<file path="config.mk">
export PLATFORM = sky130hd
export DESIGN_NAME = fsm_check_seq
export DESIGN_NICKNAME = d
export VERILOG_FILES = /design/src/rtl/fce_pkg.sv /design/src/rtl/fce_plan.sv /design/src/rtl/fce_rom.sv /design/src/rtl/fsm_check_seq.sv
export SDC_FILE = /design/constraint.sdc
export NUM_CORES = 1
export LEC_CHECK = 0
export BUFFER_PORTS_ARGS = -buffer_cell sky130_fd_sc_hd__buf_2
export CORE_MARGIN = 2
export CORE_UTILIZATION = 50
export CTS_CLUSTER_SIZE = 10
export DETAILED_ROUTE_END_ITERATION = 6
export PLACE_DENSITY = 0.7
export SLEW_MARGIN = 10
export SYNTH_ARGS = -nofsm -noshare
export SYNTH_HDL_FRONTEND = slang
export SYNTH_SLANG_ARGS = --single-unit
</file>
<file path="constraint.sdc">
create_clock -name clk -period 2.4 [get_ports clk]
set_input_delay 0.24 -clock clk [delete_from_list [all_inputs] [get_ports clk]]
set_output_delay 0.24 -clock clk [all_outputs]
set_load 0.02 [all_outputs]
</file>
<file path="src/rtl/fce_pkg.sv">
package fce_pkg;

    typedef enum logic [1:0] {ST_A, ST_B, ST_C, ST_D} mstate_t;

    typedef enum logic [2:0] {
        C_IDLE,
        C_HOME0,
        C_HOME1,
        C_XFER,
        C_CHECK
    } ctl_t;

    localparam int SEQ_LEN = 38;
    localparam int IDX_W   = $clog2(SEQ_LEN);

    // leftmost bit is applied first: identification (9) then transitions (29)
    localparam logic [0:SEQ_LEN-1] SEQ_BITS =
        38'b010100101_001_001_101_101_1001_1101_00001_0101;

    function automatic mstate_t ref_next(input mstate_t s, input logic x);
        mstate_t n;
        unique case (s)
            ST_A:    n = x ? ST_D : ST_B;
            ST_B:    n = x ? ST_C : ST_A;
            ST_C:    n = x ? ST_D : ST_B;
            default: n = x ? ST_A : ST_C;
        endcase
        return n;
    endfunction

    function automatic logic ref_out(input mstate_t s, input logic x);
        logic o;
        unique case (s)
            ST_A:    o = 1'b1;
            ST_B:    o = 1'b0;
            ST_C:    o = x;
            default: o = ~x;
        endcase
        return o;
    endfunction

    function automatic logic [0:SEQ_LEN-1] calc_exp();
        logic [0:SEQ_LEN-1] e;
        mstate_t s;
        e = '0;
        s = ST_A;
        for (int i = 0; i < SEQ_LEN; i++) begin
            e[i] = ref_out(s, SEQ_BITS[i]);
            s    = ref_next(s, SEQ_BITS[i]);
        end
        return e;
    endfunction

endpackage

</file>
<file path="src/rtl/fce_plan.sv">
module fce_plan
    import fce_pkg::*;
(
    input  logic       first_i,
    input  logic       second_i,
    output logic [1:0] len_o,
    output logic [1:0] bits_o,
    output logic [1:0] exp_o
);
    mstate_t end_st;

    always_comb begin
        end_st = ST_A;
        for (int s = 0; s < 4; s++) begin
            if ({ref_out(mstate_t'(s), 1'b0),
                 ref_out(ref_next(mstate_t'(s), 1'b0), 1'b1)} == {first_i, second_i})
                end_st = ref_next(ref_next(mstate_t'(s), 1'b0), 1'b1);
        end
    end

    always_comb begin
        len_o  = 2'd0;
        bits_o = 2'b00;
        exp_o  = 2'b00;
        unique case (end_st)
            ST_A: len_o = 2'd0;
            ST_B: begin
                len_o    = 2'd1;
                bits_o   = 2'b00;
                exp_o[0] = ref_out(ST_B, 1'b0);
            end
            ST_C: begin
                len_o    = 2'd2;
                bits_o   = 2'b00;
                exp_o[0] = ref_out(ST_C, 1'b0);
                exp_o[1] = ref_out(ST_B, 1'b0);
            end
            default: begin
                len_o    = 2'd1;
                bits_o   = 2'b01;
                exp_o[0] = ref_out(ST_D, 1'b1);
            end
        endcase
    end
endmodule

</file>
<file path="src/rtl/fce_rom.sv">
module fce_rom
    import fce_pkg::*;
(
    input  logic [IDX_W-1:0] idx_i,
    output logic             sym_o,
    output logic             exp_o
);
    localparam logic [0:SEQ_LEN-1] EXP_BITS = calc_exp();

    always_comb begin
        sym_o = 1'b0;
        exp_o = 1'b0;
        if (int'(idx_i) < SEQ_LEN) begin
            sym_o = SEQ_BITS[idx_i];
            exp_o = EXP_BITS[idx_i];
        end
    end
endmodule

</file>
<file path="src/rtl/fsm_check_seq.sv">
module fsm_check_seq
    import fce_pkg::*;
#(
    parameter int CNT_W = 8
) (
    input  logic             clk,
    input  logic             rst_n,
    input  logic             start_i,
    output logic             stim_o,
    input  logic             resp_i,
    output logic             busy_o,
    output logic             done_o,
    output logic             pass_o,
    output logic             fail_o,
    output logic [CNT_W-1:0] sym_cnt_o
);
    ctl_t             state_q, state_d;
    logic [IDX_W-1:0] idx_q;
    logic             xidx_q;
    logic [1:0]       xlen_q, xbits_q, xexp_q;
    logic             h0_q;
    logic [1:0]       plan_len, plan_bits, plan_exp;
    logic             rom_sym, rom_exp;
    logic             exp_bit, cmp_en, mismatch;
    logic             last_chk, last_xfer, start_ok;

    fce_plan plan_i (
        .first_i (h0_q),
        .second_i(resp_i),
        .len_o   (plan_len),
        .bits_o  (plan_bits),
        .exp_o   (plan_exp)
    );

    fce_rom rom_i (
        .idx_i(idx_q),
        .sym_o(rom_sym),
        .exp_o(rom_exp)
    );

    assign start_ok  = (state_q == C_IDLE) && start_i;
    assign last_chk  = (int'(idx_q) == SEQ_LEN - 1);
    assign last_xfer = ({1'b0, xidx_q} == (xlen_q - 2'd1));
    assign busy_o    = (state_q != C_IDLE);

    // next-state logic
    always_comb begin
        state_d = state_q;
        unique case (state_q)
            C_IDLE:  if (start_i) state_d = C_HOME0;
            C_HOME0: state_d = C_HOME1;
            C_HOME1: state_d = (plan_len != 2'd0) ? C_XFER : C_CHECK;
            C_XFER:  if (last_xfer) state_d = C_CHECK;
            C_CHECK: if (last_chk) state_d = C_IDLE;
            default: state_d = C_IDLE;
        endcase
    end

    always_ff @(posedge clk or negedge rst_n) begin
        if (!rst_n) state_q <= C_IDLE;
        else        state_q <= state_d;
    end

    // symbol and expected response of the current cycle
    always_comb begin
        stim_o  = 1'b0;
        exp_bit = 1'b0;
        cmp_en  = 1'b0;
        unique case (state_q)
            C_HOME0: stim_o = 1'b0;
            C_HOME1: stim_o = 1'b1;
            C_XFER: begin
                stim_o  = xbits_q[xidx_q];
                exp_bit = xexp_q[xidx_q];
                cmp_en  = 1'b1;
            end
            C_CHECK: begin
                stim_o  = rom_sym;
                exp_bit = rom_exp;
                cmp_en  = 1'b1;
            end
            default: stim_o = 1'b0;
        endcase
    end

    assign mismatch = cmp_en && (resp_i != exp_bit);

    // datapath and verdict registers
    always_ff @(posedge clk or negedge rst_n) begin
        if (!rst_n) begin
            idx_q     <= '0;
            xidx_q    <= 1'b0;
            xlen_q    <= 2'd0;
            xbits_q   <= 2'b00;
            xexp_q    <= 2'b00;
            h0_q      <= 1'b0;
            sym_cnt_o <= '0;
            done_o    <= 1'b0;
            pass_o    <= 1'b0;
            fail_o    <= 1'b0;
        end else begin
            done_o <= 1'b0;
            if (start_ok) begin
                sym_cnt_o <= '0;
                pass_o    <= 1'b0;
                fail_o    <= 1'b0;
                idx_q     <= '0;
                xidx_q    <= 1'b0;
            end
            if (busy_o) sym_cnt_o <= sym_cnt_o + 1'b1;
            if (mismatch) fail_o <= 1'b1;
            unique case (state_q)
                C_HOME0: h0_q <= resp_i;
                C_HOME1: begin
                    xlen_q  <= plan_len;
                    xbits_q <= plan_bits;
                    xexp_q  <= plan_exp;
                    xidx_q  <= 1'b0;
                end
                C_XFER: xidx_q <= ~xidx_q;
                C_CHECK: begin
                    if (last_chk) begin
                        idx_q  <= '0;
                        done_o <= 1'b1;
                        pass_o <= !(fail_o || mismatch);
                    end else begin
                        idx_q <= idx_q + 1'b1;
                    end
                end
                default: ;
            endcase
        end
    end

    // homing starts with 0 then 1
    a_r2_home_order: assert property (@(posedge clk) disable iff (!rst_n)
        start_ok |=> (busy_o && !stim_o))
        else $error("R2 homing order");
    a_r2_home_second: assert property (@(posedge clk) disable iff (!rst_n)
        (state_q == C_HOME0) |=> stim_o)
        else $error("R2 second homing symbol");
    // fail holds until an accepted start
    a_r5_fail_sticky: assert property (@(posedge clk) disable iff (!rst_n)
        (fail_o && !start_ok) |=> fail_o)
        else $error("R5 fail lapsed");
    // single-cycle done with a single verdict
    a_r6_done_pulse: assert property (@(posedge clk) disable iff (!rst_n)
        done_o |=> !done_o)
        else $error("R6 done longer than one cycle");
    a_r6_one_verdict: assert property (@(posedge clk) disable iff (!rst_n)
        done_o |-> (pass_o ^ fail_o))
        else $error("R6 verdict");
    // one symbol per busy cycle
    a_r7_count_step: assert property (@(posedge clk) disable iff (!rst_n)
        busy_o |=> (sym_cnt_o == $past(sym_cnt_o) + 1'b1))
        else $error("R7 count step");
    // start while busy does not restart
    a_r8_busy_start: assert property (@(posedge clk) disable iff (!rst_n)
        (busy_o && start_i) |=> (state_q != C_HOME0))
        else $error("R8 restart while busy");
    // accepted start clears results
    a_r9_clear: assert property (@(posedge clk) disable iff (!rst_n)
        start_ok |=> (busy_o && !pass_o && !fail_o && sym_cnt_o == '0))
        else $error("R9 clear on start");
endmodule

</file>
==> run summary <==
Compound-Gate Fraction of Synth Area -> 18.08%
slew margin rel. -> 64.12%
Setup crit start kind -> register
Initial Utilization -> 52.45%
pins over their slew limit -> 0
Worst setup EP type -> primary output
Die Area -> 3339 µm²
Worst Tran Pin Value -> 0.5382 ns
Port Buffers -> 16
DRT Pass-1 Iters -> 4
Worst EP required -> 2.16 ns
Adder-Cell Fraction of Synth Area -> 4.325%
Clk Latency, worst-skew pair -> 0.32 ns
footprint of the multi-input gates -> 805.8 µm²
die height -> 57.79 µm
total power -> 0.002109 W
Clock H-tree levels -> 1
Post-Syn Instances -> 158
final hold viol count -> 0
multiplexer area fraction after synthesis -> 4.758%
Max-cap violations -> 0
CTS buffer count -> 3
WL final -> 2973 µm
vias in the first global route -> 1090
final cycle utilization of the critical path -> 97.00%
# diodes -> 0
Yosys reg bits -> 24
Syn Area/Cell -> 9.154 µm²
largest net degree at the start of global routing -> 25
layout filler cell count -> 235
most common cell after layout, fill and taps aside -> dfrtp_1
Critical Path AT -> 2.09 ns
post-DR vias/cell -> 5.981
antenna violations before repair -> 0
Nets -> 185
Worst R2R Setup Slack -> 0.47 ns
post-synth top area share -> 41.52%
total gr overflow -> 0
WHS -> 0.1728 ns
TritonCTS clock tree -> done
total track usage -> 19.26%
clock sinks -> 24
Post-DRT Antenna Nets -> 0
maximum vdd ir drop -> 0.0007382 V
hold crit path type -> input port to register
via count -> 1232
Mapped Nets -> 167
Synth area leaders -> dfrtp_1 42%, o21ai_0 7.6%, nand2_1 5.2%, ha_1 4.3%, nor2_1 3.4%
P&R area growth vs syn -> 12.98%
maximum clock path buffer count -> 2
DRC errors left -> 0
commonest cells after routing, fill and taps aside -> 23 x dfrtp_1, 22 x o21ai_0, 20 x nand2_1
largest family of logic cells by synthesized area -> simple AND/OR/NAND/NOR gates
global-route wire length before repair -> 5043 µm
Chip Width -> 57.79 µm
Lkg Pwr -> 0.6990 nW
Crit Path Class -> register to primary output
Peak Freq -> 429.5 MHz
layout cells sized above 1 -> 23.43%
Final setup viols -> 0
Max Clock Skew -> 0.01837 ns
Seq/Total Area, Yosys -> 41.52%
Crit Path Max Fanout -> 4
DP HPWL -> 2037 µm
Tmin final -> 2.328 ns
largest area contributor in the netlist -> dfrtp_1
root buf cell -> clkbuf_4
Rows -> 19
clock-pin slew on the worst setup and hold paths -> 0.14 ns
core area -> 2758 µm²
global placer's final weighted congestion -> 0.8780
I/O pin total -> 17
Simple-Gate Fraction of Synth Area -> 24.22%
Distinct cells, synth -> 38
power per cell area -> 1291 nW/µm²
Reg area -> 601.8 µm²
RSZ-0062 raised after global routing -> yes
WL/cell -> 14.43 µm
async set-reset flop share out of synthesis -> 100.0%
Initial DRC Count -> 33
Mapped Area -> 1446 µm²
Post-Synth XOR/XNOR Area -> 1.817%
Most used DFF post-synth -> dfrtp_1
Synth Warn # -> 0
EDFF count, synth -> 0
status -> finished, final reports clean
==> routing by layer <==
layer | global-route usage [%] | up-vias | share of wire (%)
met2 | 31.98 | 32 | 52
met4 | 4.319 | 0 | 0.54
met1 | 25.51 | 602 | 43
met3 | 4.911 | 2 | 4.4
li1 | - | 596 | -
met5 | 0 | - | 0
==> cell type report <==
class | instances | share of cell area [%]
Clock buffer | 3 | 1.378
Clock inverter | 1 | 1.838
Inverter | 6 | 1.378
Multi-Input combinational cell | 121 | 49.31
Sequential cell | 24 | 36.83
Tap cell | 31 | 2.374
Timing Repair Buffer | 20 | 6.891
==> registers in the layout, summed over array words and instances (netlist names) <==
name       flops
done_o         1
idx_q          6
pass_o         1
xbits_q        1
state_q        3
xlen_q         2
xidx_q         1
fail_o         1
sym_cnt_o      8
==> critical path, cell delays in order (launching register included) <==
cell,delay (ns)
dfrtp_2,0.43
buf_4,0.16
ha_4,0.16
mux4_2,0.49
nor4b_4,0.21
nor2_1,0.07
o31ai_1,0.06
buf_2,0.20
==> through the flow <==
step	setup TNS (ns)	cells	setup slack [ns]	area [µm²]	util (%)
2_1_floorplan	0	158	0.3716	1446	-
3_3_place_gp	0	199	0.1983	1519	55.08
3_5_place_dp	0	199	0.1392	1519	55.08
4_1_cts	0	206	0.02102	1600	58.03
5_1_grt	-0.02304	206	-0.02304	1634	59.26
6_report	0	206	0.07192	1634	59.26
==> final timing paths <==
kind,startpoint,endpoint,depth (start not counted)
max reg2reg,idx_q[0]$_DFFE_PN0P_,idx_q[3]$_DFFE_PN0P_,8
max,idx_q[0]$_DFFE_PN0P_,stim_o,7
max in group asynchronous,rst_n,idx_q[0]$_DFFE_PN0P_,2
min,resp_i,pass_o$_DFF_PN0_,2
min in group asynchronous,rst_n,state_q[0]$_DFFE_PN0P_,2
min reg2reg,fail_o$_DFFE_PN0P_,pass_o$_DFF_PN0_,1
==> power by group <==
group / leakage (nW) / internal (W) / switching, W
Sequential: 0.303 / 0.000575 / 0.000279
Clock: 0.0279 / 0.000169 / 0.000119
Combinational: 0.368 / 0.000418 / 0.000548
==> kinds of logic (layout without fill, tap and decap cells) <==
logic type | count (synthesis) | count (layout)
AOI/OAI and AO/OA | 43 | 43
and+or+nand+nor | 65 | 65
adders and majority gates | 5 | 5
buffers and inverters | 13 | 30
xor gates and xnor gates | 3 | 3
DFF | 24 | 24
muxes | 5 | 5
==> synth_stat cells (3+ instances only) <==
| master | instances |
|---|---|
| nand2b_1 | 3 |
| nand2_1 | 20 |
| nand3_1 | 9 |
| a21oi_1 | 7 |
| buf_6 | 3 |
| nand3b_1 | 4 |
| o31ai_1 | 5 |
| o21ai_0 | 22 |
| buf_2 | 4 |
| inv_1 | 5 |
| o211ai_1 | 4 |
| nor2_1 | 13 |
| dfrtp_1 | 24 |
| ha_1 | 5 |
==> repair_timing <==
action	in CTS	in global routing
buffers inserted	2	0
hold buffers	1	0
gates resized for setup	3	7
hold endpoints to repair	24	0
endpoints found under the setup margin	1	1
No activity file was read; power rests on OpenSTA's default activity.
